$ cat src/rtl/aidx_pkg.sv
package aidx_pkg;
  localparam logic [1:0] MODE_PASS  = 2'd0;
  localparam logic [1:0] MODE_MOD   = 2'd1;
  localparam logic [1:0] MODE_SHR   = 2'd2;
  localparam logic [1:0] MODE_RECIP = 2'd3;
  localparam int XF_W  = 3;
  localparam int REM_W = 4;
endpackage

$ cat src/rtl/aidx_odd_rem.sv
module aidx_odd_rem #(
  parameter int W = 32
) (
  input  logic [W-1:0]               val,
  input  logic [aidx_pkg::XF_W-1:0]  sel,
  output logic [aidx_pkg::REM_W-1:0] rem
);
  import aidx_pkg::*;

  always_comb begin
    case (sel)
      3'd0:    rem = '0;
      3'd1:    rem = REM_W'(val % W'(3));
      3'd2:    rem = REM_W'(val % W'(5));
      3'd3:    rem = REM_W'(val % W'(7));
      default: rem = REM_W'(val % W'(9));
    endcase
  end

  // remainder is below the largest odd factor
  always_comb begin
    rem_range_chk: assert (rem < REM_W'(9));
  end
endmodule

$ cat src/rtl/aidx_prod_stage.sv
module aidx_prod_stage #(
  parameter int W    = 32,
  parameter int SH_W = 5
) (
  input  logic                       clk,
  input  logic                       rst,
  input  logic                       en,
  input  logic                       v_i,
  input  logic [1:0]                 mode_i,
  input  logic [SH_W-1:0]            shift_i,
  input  logic [aidx_pkg::XF_W-1:0]  xf_i,
  input  logic [W-1:0]               mult_i,
  input  logic [W-1:0]               idx_i,
  output logic                       v_q,
  output logic [1:0]                 mode_q,
  output logic [SH_W-1:0]            shift_q,
  output logic [W-1:0]               idx_q,
  output logic [aidx_pkg::REM_W-1:0] rem_q,
  output logic [W-1:0]               low_q,
  output logic [W-1:0]               hi_q
);
  import aidx_pkg::*;
  localparam int P_W = 2 * W;

  logic [W-1:0]     m_full;
  logic [P_W-1:0]   m_ext;
  logic [P_W-1:0]   prod;
  logic             corr;
  logic [W-1:0]     quo;
  logic [REM_W-1:0] rem;

  assign m_full = mult_i | (W'(1) << (W - 1));
  assign m_ext  = {{W{1'b0}}, m_full};
  assign corr   = (mode_i == MODE_RECIP) && (xf_i == XF_W'(1));
  assign prod   = {{W{1'b0}}, idx_i} * m_ext + (corr ? m_ext : '0);
  assign quo    = idx_i >> shift_i;

  aidx_odd_rem #(.W(W)) u_rem (
    .val(quo),
    .sel(xf_i),
    .rem(rem)
  );

  always_ff @(posedge clk) begin
    if (rst) begin
      v_q <= 1'b0;
    end else if (en) begin
      v_q <= v_i;
    end
  end

  always_ff @(posedge clk) begin
    if (en) begin
      mode_q  <= mode_i;
      shift_q <= shift_i;
      idx_q   <= idx_i;
      rem_q   <= rem;
      low_q   <= idx_i & ~({W{1'b1}} << shift_i);
      hi_q    <= prod[P_W-1:W];
    end
  end

  // with the top multiplier bit forced, the kept half lies in [idx/2, idx]
  magic_bound_chk: assert property (@(posedge clk) disable iff (rst)
    (v_q && mode_q == MODE_RECIP) |-> (hi_q <= idx_q && hi_q >= (idx_q >> 1)));
endmodule

$ cat src/rtl/aidx_out_stage.sv
module aidx_out_stage #(
  parameter int W    = 32,
  parameter int SH_W = 5
) (
  input  logic                       clk,
  input  logic                       rst,
  input  logic                       en,
  input  logic                       v_i,
  input  logic [1:0]                 mode_i,
  input  logic [SH_W-1:0]            shift_i,
  input  logic [W-1:0]               idx_i,
  input  logic [aidx_pkg::REM_W-1:0] rem_i,
  input  logic [W-1:0]               low_i,
  input  logic [W-1:0]               hi_i,
  output logic                       v_q,
  output logic [W-1:0]               res_q
);
  import aidx_pkg::*;

  logic [W-1:0] res;

  always_comb begin
    case (mode_i)
      MODE_MOD:   res = (W'(rem_i) << shift_i) | low_i;
      MODE_SHR:   res = idx_i >> shift_i;
      MODE_RECIP: res = hi_i >> shift_i;
      default:    res = idx_i;
    endcase
  end

  always_ff @(posedge clk) begin
    if (rst) begin
      v_q <= 1'b0;
    end else if (en) begin
      v_q <= v_i;
    end
  end

  always_ff @(posedge clk) begin
    if (en) begin
      res_q <= res;
    end
  end

  // no mode produces an element index above the thread index
  result_bound_chk: assert property (@(posedge clk) disable iff (rst)
    (en && v_i) |=> (res_q <= $past(idx_i)));
endmodule

$ cat src/rtl/attr_index_unit.sv
module attr_index_unit #(
  parameter int W    = 32,
  parameter int SH_W = 5
) (
  input  logic            clk,
  input  logic            rst,
  input  logic            in_valid,
  output logic            in_ready,
  input  logic [1:0]      in_mode,
  input  logic [SH_W-1:0] in_shift,
  input  logic [2:0]      in_xflags,
  input  logic [W-1:0]    in_mult,
  input  logic [W-1:0]    in_index,
  output logic            out_valid,
  input  logic            out_ready,
  output logic [W-1:0]    out_index
);
  import aidx_pkg::*;

  logic             adv;
  logic             v1;
  logic [1:0]       mode1;
  logic [SH_W-1:0]  sh1;
  logic [XF_W-1:0]  xf1;
  logic [W-1:0]     mult1;
  logic [W-1:0]     idx1;
  logic             v2;
  logic [1:0]       mode2;
  logic [SH_W-1:0]  sh2;
  logic [W-1:0]     idx2;
  logic [REM_W-1:0] rem2;
  logic [W-1:0]     low2;
  logic [W-1:0]     hi2;

  assign adv      = !out_valid || out_ready;
  assign in_ready = adv;

  always_ff @(posedge clk) begin
    if (rst) begin
      v1 <= 1'b0;
    end else if (adv) begin
      v1 <= in_valid;
    end
  end

  always_ff @(posedge clk) begin
    if (adv) begin
      mode1 <= in_mode;
      sh1   <= in_shift;
      xf1   <= in_xflags;
      mult1 <= in_mult;
      idx1  <= in_index;
    end
  end

  aidx_prod_stage #(.W(W), .SH_W(SH_W)) u_prod (
    .clk(clk), .rst(rst), .en(adv),
    .v_i(v1), .mode_i(mode1), .shift_i(sh1), .xf_i(xf1),
    .mult_i(mult1), .idx_i(idx1),
    .v_q(v2), .mode_q(mode2), .shift_q(sh2), .idx_q(idx2),
    .rem_q(rem2), .low_q(low2), .hi_q(hi2)
  );

  aidx_out_stage #(.W(W), .SH_W(SH_W)) u_out (
    .clk(clk), .rst(rst), .en(adv),
    .v_i(v2), .mode_i(mode2), .shift_i(sh2), .idx_i(idx2),
    .rem_i(rem2), .low_i(low2), .hi_i(hi2),
    .v_q(out_valid), .res_q(out_index)
  );


  hold_chk: assert property (@(posedge clk) disable iff (rst)
    (out_valid && !out_ready) |=> (out_valid && $stable(out_index)));


  latency_chk: assert property (@(posedge clk) disable iff (rst)
    (in_valid && in_ready) ##1 in_ready ##1 in_ready |=> out_valid);
endmodule

$ cat config.mk
export PLATFORM = sky130hd
export DESIGN_NAME = attr_index_unit
export DESIGN_NICKNAME = d
export VERILOG_FILES = /design/src/rtl/aidx_pkg.sv /design/src/rtl/aidx_odd_rem.sv /design/src/rtl/aidx_prod_stage.sv /design/src/rtl/aidx_out_stage.sv /design/src/rtl/attr_index_unit.sv
export SDC_FILE = /design/constraint.sdc
export NUM_CORES = 2
export LEC_CHECK = 0
export BUFFER_PORTS_ARGS = -buffer_cell sky130_fd_sc_hd__buf_2
export CORE_MARGIN = 2
export CORE_UTILIZATION = 50
export CTS_CLUSTER_SIZE = 8
export DETAILED_ROUTE_END_ITERATION = 16
export PLACE_DENSITY = 0.74
export SLEW_MARGIN = 20
export SYNTH_ARGS = -nofsm -noshare
export SYNTH_HDL_FRONTEND = slang
export SYNTH_SLANG_ARGS = --single-unit
$ cat constraint.sdc
create_clock -name clk -period 95.8 [get_ports clk]
set_input_delay 19.16 -clock clk [delete_from_list [all_inputs] [get_ports clk]]
set_output_delay 19.16 -clock clk [all_outputs]
set_load 0.02 [all_outputs]
Yosys cells after proc, flatten, opt, wreduce, memory -nomap -nowiden
Index checks and enable logic that the tools add are counted.
{"block": "totals", "ff_bits": 215, "out_inout_bits": 34}
{"block": "classes", "add_sub_neg": 1, "mul": 1, "div": 4, "n_eq_ne": 7, "n_shift": 5, "mux": 3, "n_bitwise": 3, "reduce_logical": 4}
{"op": "one-hot mux 32 bit (3 select lines)", "count": 1}
{"op": "right shift 32 x 5 -> 32 bit", "count": 3}
{"op": "adder 64 bit", "count": 1}
{"op": "remainder unit 32 x 3 -> 32 bit (second input constant)", "count": 2}
{"op": "multiplier 32 x 32 -> 64 bit", "count": 1}
{"op": "AND 32 bit", "count": 1}
{"op": "remainder unit 32 x 2 -> 32 bit (second input constant)", "count": 1}
{"op": "remainder unit 32 x 4 -> 32 bit (second input constant)", "count": 1}
{"op": "2-to-1 mux 32 bit", "count": 1}
{"op": "NOT 32 bit", "count": 1}
{"op": "bitwise OR 32 bit", "count": 1}
{"op": "<< shifter 32 x 5 -> 32 bit (first input constant)", "count": 1}
{"op": "<< shifter 4 x 5 -> 32 bit", "count": 1}
{"op": "one-hot mux 4 bit (4 select lines)", "count": 1}
{"op": "== test 2 bit (second input constant)", "count": 3}
{"op": "== test 3 x 2 -> 1 bit (second input constant)", "count": 2}
{"op": "== test 3 x 1 -> 1 bit (second input constant)", "count": 1}
{"op": "zero test 3 bit", "count": 1}
{"op": "== test 2 x 1 -> 1 bit (second input constant)", "count": 1}
{"op": "logical AND 1 bit", "count": 1}
{"op": "zero test 1 bit", "count": 1}
{"op": "logical OR 1 bit", "count": 1}

Longest topological paths before layout
{"block": "logic_depth", "depth_word": 4, "ltp_mapped": 337, "depth_no_buf": 314}

Modules after synthesis
From an unflattened synthesis, not the netlist that was laid out.
{"block": "hier_totals", "cells_unflattened": 7318, "hier_area_um2": 63069.2}
{"mod": "aidx_prod_stage", "instances": 1, "cells_each": 4151, "area_each_um2": 38752.2, "seq_area_each_um2": 3203.1}
{"mod": "aidx_odd_rem", "instances": 1, "cells_each": 2598, "area_each_um2": 17733.3, "seq_area_each_um2": 0.0}
{"mod": "aidx_out_stage", "instances": 1, "cells_each": 490, "area_each_um2": 4310.4, "seq_area_each_um2": 980.9}
{"mod": "attr_index_unit", "instances": 1, "cells_each": 79, "area_each_um2": 2273.4, "seq_area_each_um2": 2242.2}

Worst setup path before layout
No wires, ideal clock.
{"block": "synth_timing", "kind": "flip-flop to flip-flop", "startpoint": "register xf1[2]", "endpoint": "register u_prod.rem_q[1] (netlist bit) (data pin)", "setup_ps": 272, "arrival_time_ps": 65882, "required_time_ps": 95528, "slack_ps": 29646, "path_stages_with_launch": 327, "n_path_buf": 20, "synth_period_minus_slack_ps": 66154, "path_cell_list": "edfxtp_1 -> nand2b_1 -> ha_1 -> or4bb_1 -> o22ai_1 -> a21oi_1 -> nand2_1 -> ha_1 -> or4b_1 -> a31oi_1 -> nor2_1 -> and3_1 -> ha_1 -> inv_1 -> nor2_1 -> nor2_1 -> or3_1 -> and2_1 -> [... 291 more ...] -> nor2_1 -> nand4b_1 -> nor4_4 -> nand4_1 -> buf_4 -> xnor2_1 -> ha_1 -> ha_1 -> o21a_1 -> o21a_1 -> a2111oi_0 -> o21ai_0 -> nor4bb_1 -> nand3_1 -> a221oi_1 -> nand3_1 -> o21ai_1 -> a21oi_1"}
{"element": "start, declared", "line": "attr_index_unit.sv:24", "text": "logic [XF_W-1:0] xf1;"}
{"element": "start signal, assigned", "line": "attr_index_unit.sv:50", "text": "xf1 <= in_xflags;"}
{"element": "end signal, assigned", "line": "aidx_prod_stage.sv:57", "text": "rem_q <= rem;"}
{"element": "end, declared", "line": "aidx_prod_stage.sv:18", "text": "output logic [aidx_pkg::REM_W-1:0] rem_q,"}

Worst setup path in the final report
{"block": "layout_timing", "startpoint": "register sh1[2]", "endpoint": "register u_prod.rem_q[0] (netlist bit) (data pin)"}
{"block": "layout_between", "elab_chain_cells": 3, "word_cells_on_any_way": 6}
{"element": "start, declared", "line": "attr_index_unit.sv:23", "text": "logic [SH_W-1:0] sh1;"}
{"element": "start signal, assigned", "line": "attr_index_unit.sv:49", "text": "sh1 <= in_shift;"}
{"element": "right shift 32 x 5 -> 32 bit (*)", "line": "aidx_prod_stage.sv:36", "text": "assign quo = idx_i >> shift_i;"}
{"element": "remainder unit 32 x 4 -> 32 bit (tied with other cells)", "line": "aidx_odd_rem.sv:16", "text": "default: rem = REM_W'(val % W'(9));"}
{"element": "one-hot mux 4 bit (4 select lines) (*)", "line": "aidx_odd_rem.sv:11", "text": "case (sel)"}
Mark *: on every way between the ends. The rest lies on a longest branch, timed or not.
A chain may end at the register's enable or synchronous reset.

==> summary.txt <==
Setup path
  – Crit-path slowest cell: a2111oi_2
  – R2R depth: 306
  – Critical path buffers and inverters: 10
  – Maximum fanout along the worst path: 57
  – WP depth: 306
  – R2R Path End: u_prod.rem_q[0]
  – CP endpoint kind: flip-flop
  – Flop2flop setup slack: 14060 ps
  – Critical Path Source Type: flip-flop
  – Crit path top cell by count: ha_1
  – Crit path DAT: 82020 ps
  – Reg-to-reg startpoint: sh1[2]
  – Crit-path leading delay family: simple AND/OR/NAND/NOR gates
  – Crit path to: u_prod.rem_q[0]
  – CP Launch Point: sh1[2]
  – CP Class: reg -> reg
  – Critical Path RT: 96080 ps
  – Max incr delay on CP: a little under 900 ps

Route
  – DR vias/cell: between 6 and 7
  – First drt pass iteration count: 9
  – Routed len/inst: between 20 and 25 µm
  – Residual DRC: 0
  – Antenna viol nets, final: 0
  – Final wirelength: 186000 µm
  – Via count: 52300
  – Drt first-iter violations: between 4000 and 5000

GRT
  – GR Overflow Total: 0
  – First-pass GRT wire length: 296000 µm
  – Largest net degree at the start of global routing: 85
  – Initial antenna violation count: 4
  – Gr usage total: 30.3%
  – Vias in the first global route: 53300

Synth
  – Yosys top cell area share: 30.8%
  – Sequential share of the synthesized area: 10.6%
  – Top cells by area, synth: fa_1 31%, edfxtp_1 10%, ha_1 7.3%
  – Synthesized area: 0.0605 mm²
  – Post-synth EDFFs: roughly 210
  – Yosys cell types: between 100 and 150
  – Syn Nets: 8351
  – Syn Inst Count: 6990
  – Ys async rst share: 0%
  – Mean Syn Cell Area: 8.66 µm²
  – Leading area contributor after synthesis: fa_1
  – YS warnings: 0
  – Yosys reg bits: between 200 and 250
  – Main flop type after synthesis: edfxtp_1

Timing
  – RSZ-0062 raised after global routing: false
  – Finish-stage setup viols: 0
  – Fin crit share: 85.3%
  – Max-Slew Margin vs Limit: 24.2%
  – Final Hold Fails: 0
  – Slew @ Worst Pin: 1130 ps
  – Final Skew: 36.1 ps
  – Setup TNS: 0 ps
  – Tmin final: 81740 ps
  – Pins Over Slew Limit: 0
  – Fmax: about 12 MHz

Flow run
  – Max-cap violations: 0

Floorplanning
  – # rows: about 130
  – Initial Utilization: 50.4%
  – Die Span X: 352 µm
  – Area of the core: 0.120 mm²
  – Die H: ~350 µm
  – Top-level port count: 112
  – Die area: 0.124 mm²

Clock tree
  – Root Driver: clkbuf_16
  – Total CTS buffers: 34
  – CTS HTree Levels: 2
  – CTS tree: yes
  – Clk_lat worst skew: 580 ps
  – CTS Buffer Depth: 3
  – Clk pin slew, worst setup/hold paths: 50 ps
  – Setup Buffers After CTS: 0
  – Cts hold-fix bufs: 0
  – Post-cts gate resize count: 0
  – CTS sink cnt: approximately 210

Placement
  – Placer Congestion: 0.957
  – PortBufs: 110
  – Post-DP HPWL: 137000 µm
  – Placed Area: 0.0625 mm²

Layout
  – Fill cell count: 11000
  – Share of post-route cells with drive strength above 1: 7.38%
  – Finished Cell Area: 0.0635 mm²
  – Most frequent cells in the layout: 1025 x nand2_1, 951 x inv_1, 930 x fa_1
  – Most common cell after layout, fill and taps aside: nand2_1
  – Nets@finish: 8256
  – Area Growth Syn to Fin: 4.97%
  – Util after Layout: 52.9%

Min path
  – Hold path depth: 2
  – Min-Delay Path Class: reg -> reg

Outcome
  – Outcome: finished, final reports clean
[sequential cells by signal, indices dropped and copies added (netlist names)]
| signal | flops |
|---|---|
| idx1 | 32 |
| mode1 | 2 |
| mult1 | 31 |
| sh1 | 5 |
| u_out.res_q | 32 |
| u_out.v_q | 1 |
| u_prod.hi_q | 32 |
| u_prod.idx_q | 32 |
| u_prod.low_q | 31 |
| u_prod.mode_q | 2 |
| u_prod.rem_q | 4 |
| u_prod.shift_q | 5 |
| u_prod.v_q | 1 |
| v1 | 1 |
| xf1 | 3 |
[through the flow]
| stage | hold WS [ps] | setup slack (ps) | std cells |
|---|---|---|---|
| after global routing | 480 | 6390 | 8520 |
| after detailed placement | 443 | 15090 | 8471 |
| after global placement | 427 | 16190 | 8471 |
| after floorplan | 417 | 29650 | 6990 |
| after CTS | 453 | 14690 | 8520 |
| final | 452 | 14060 | 8524 |
[layer usage]
layer  track usage [%]  up-vias  wire length, µm
met3              7.61      503            20400
met5                 0        -               19
li1                  -    23200                -
met2              47.7     2731            82700
met4              10.9        2             7750
met1              40.4    25800            74800
[cells by family after synthesis]
group	count (synthesis)	synth area share, %
and+or+nand+nor	2466	20.3
AOI/OAI and AO/OA	1192	13.8
DFF	214	10.6
xor gates and xnor gates	249	3.63
buffers and inverters	1314	8.29
adders and majority gates	1283	38.1
muxes	272	5.32
[cell type report]
cell class / count / area, µm² / area share, %
Sequential cell: 214 / 6400 / 10.1
Inverter: 959 / 3600 / 5.67
Antenna cell: 4 / 10.0 / 0.0158
Clock inverter: 8 / 88.8 / 0.140
Tap cell: 1612 / 2020 / 3.18
Multi-Input combinational cell: 5462 / 49100 / 77.3
Clock buffer: 41 / 877 / 1.38
Timing Repair Buffer: 224 / 1410 / 2.21
[tightest hold or removal path, stage by stage (launching register included)]
cell	delay [ps]
dfxtp_1	310
inv_1	50
a21oi_1	50
[Yosys cell counts, types with 22 or more instances]
master	number
a211oi_1	59
a21boi_0	29
a21o_1	55
a21oi_1	255
a31oi_1	57
and2_1	363
and3_1	61
and4_1	22
buf_1	26
buf_2	32
clkbuf_1	287
edfxtp_1	211
fa_1	930
ha_1	353
inv_1	951
mux2_2	48
mux2i_1	182
mux4_2	33
nand2_1	1026
nand2b_1	61
nand3_1	115
nand4_1	44
nor2_1	316
nor2b_1	74
nor3_1	150
nor4_1	32
o211ai_1	46
o21a_1	63
o21ai_0	205
o21ai_1	25
o22ai_1	44
o31a_1	22
o31ai_1	28
or2_2	27
or3_1	32
or4_1	24
xnor2_1	160
xor2_1	87
[worst min-delay path by stage]
| stage | end | startpoint | slack, ps |
|---|---|---|---|
| 3_5_place_dp | u_out.v_q | u_prod.v_q | 440 |
| 4_1_cts | u_out.v_q | u_prod.v_q | 450 |
| 3_3_place_gp | u_out.v_q | u_prod.v_q | 430 |
| 6_report | u_out.v_q | u_prod.v_q | 450 |
| 5_1_grt | u_out.v_q | u_prod.v_q | 480 |
| 2_1_floorplan | u_prod.mode_q[1] | mode1[1] | 420 |
Power is not shown: default switching activity piles up to over one toggle a cycle in this logic, so the estimate is an artifact.
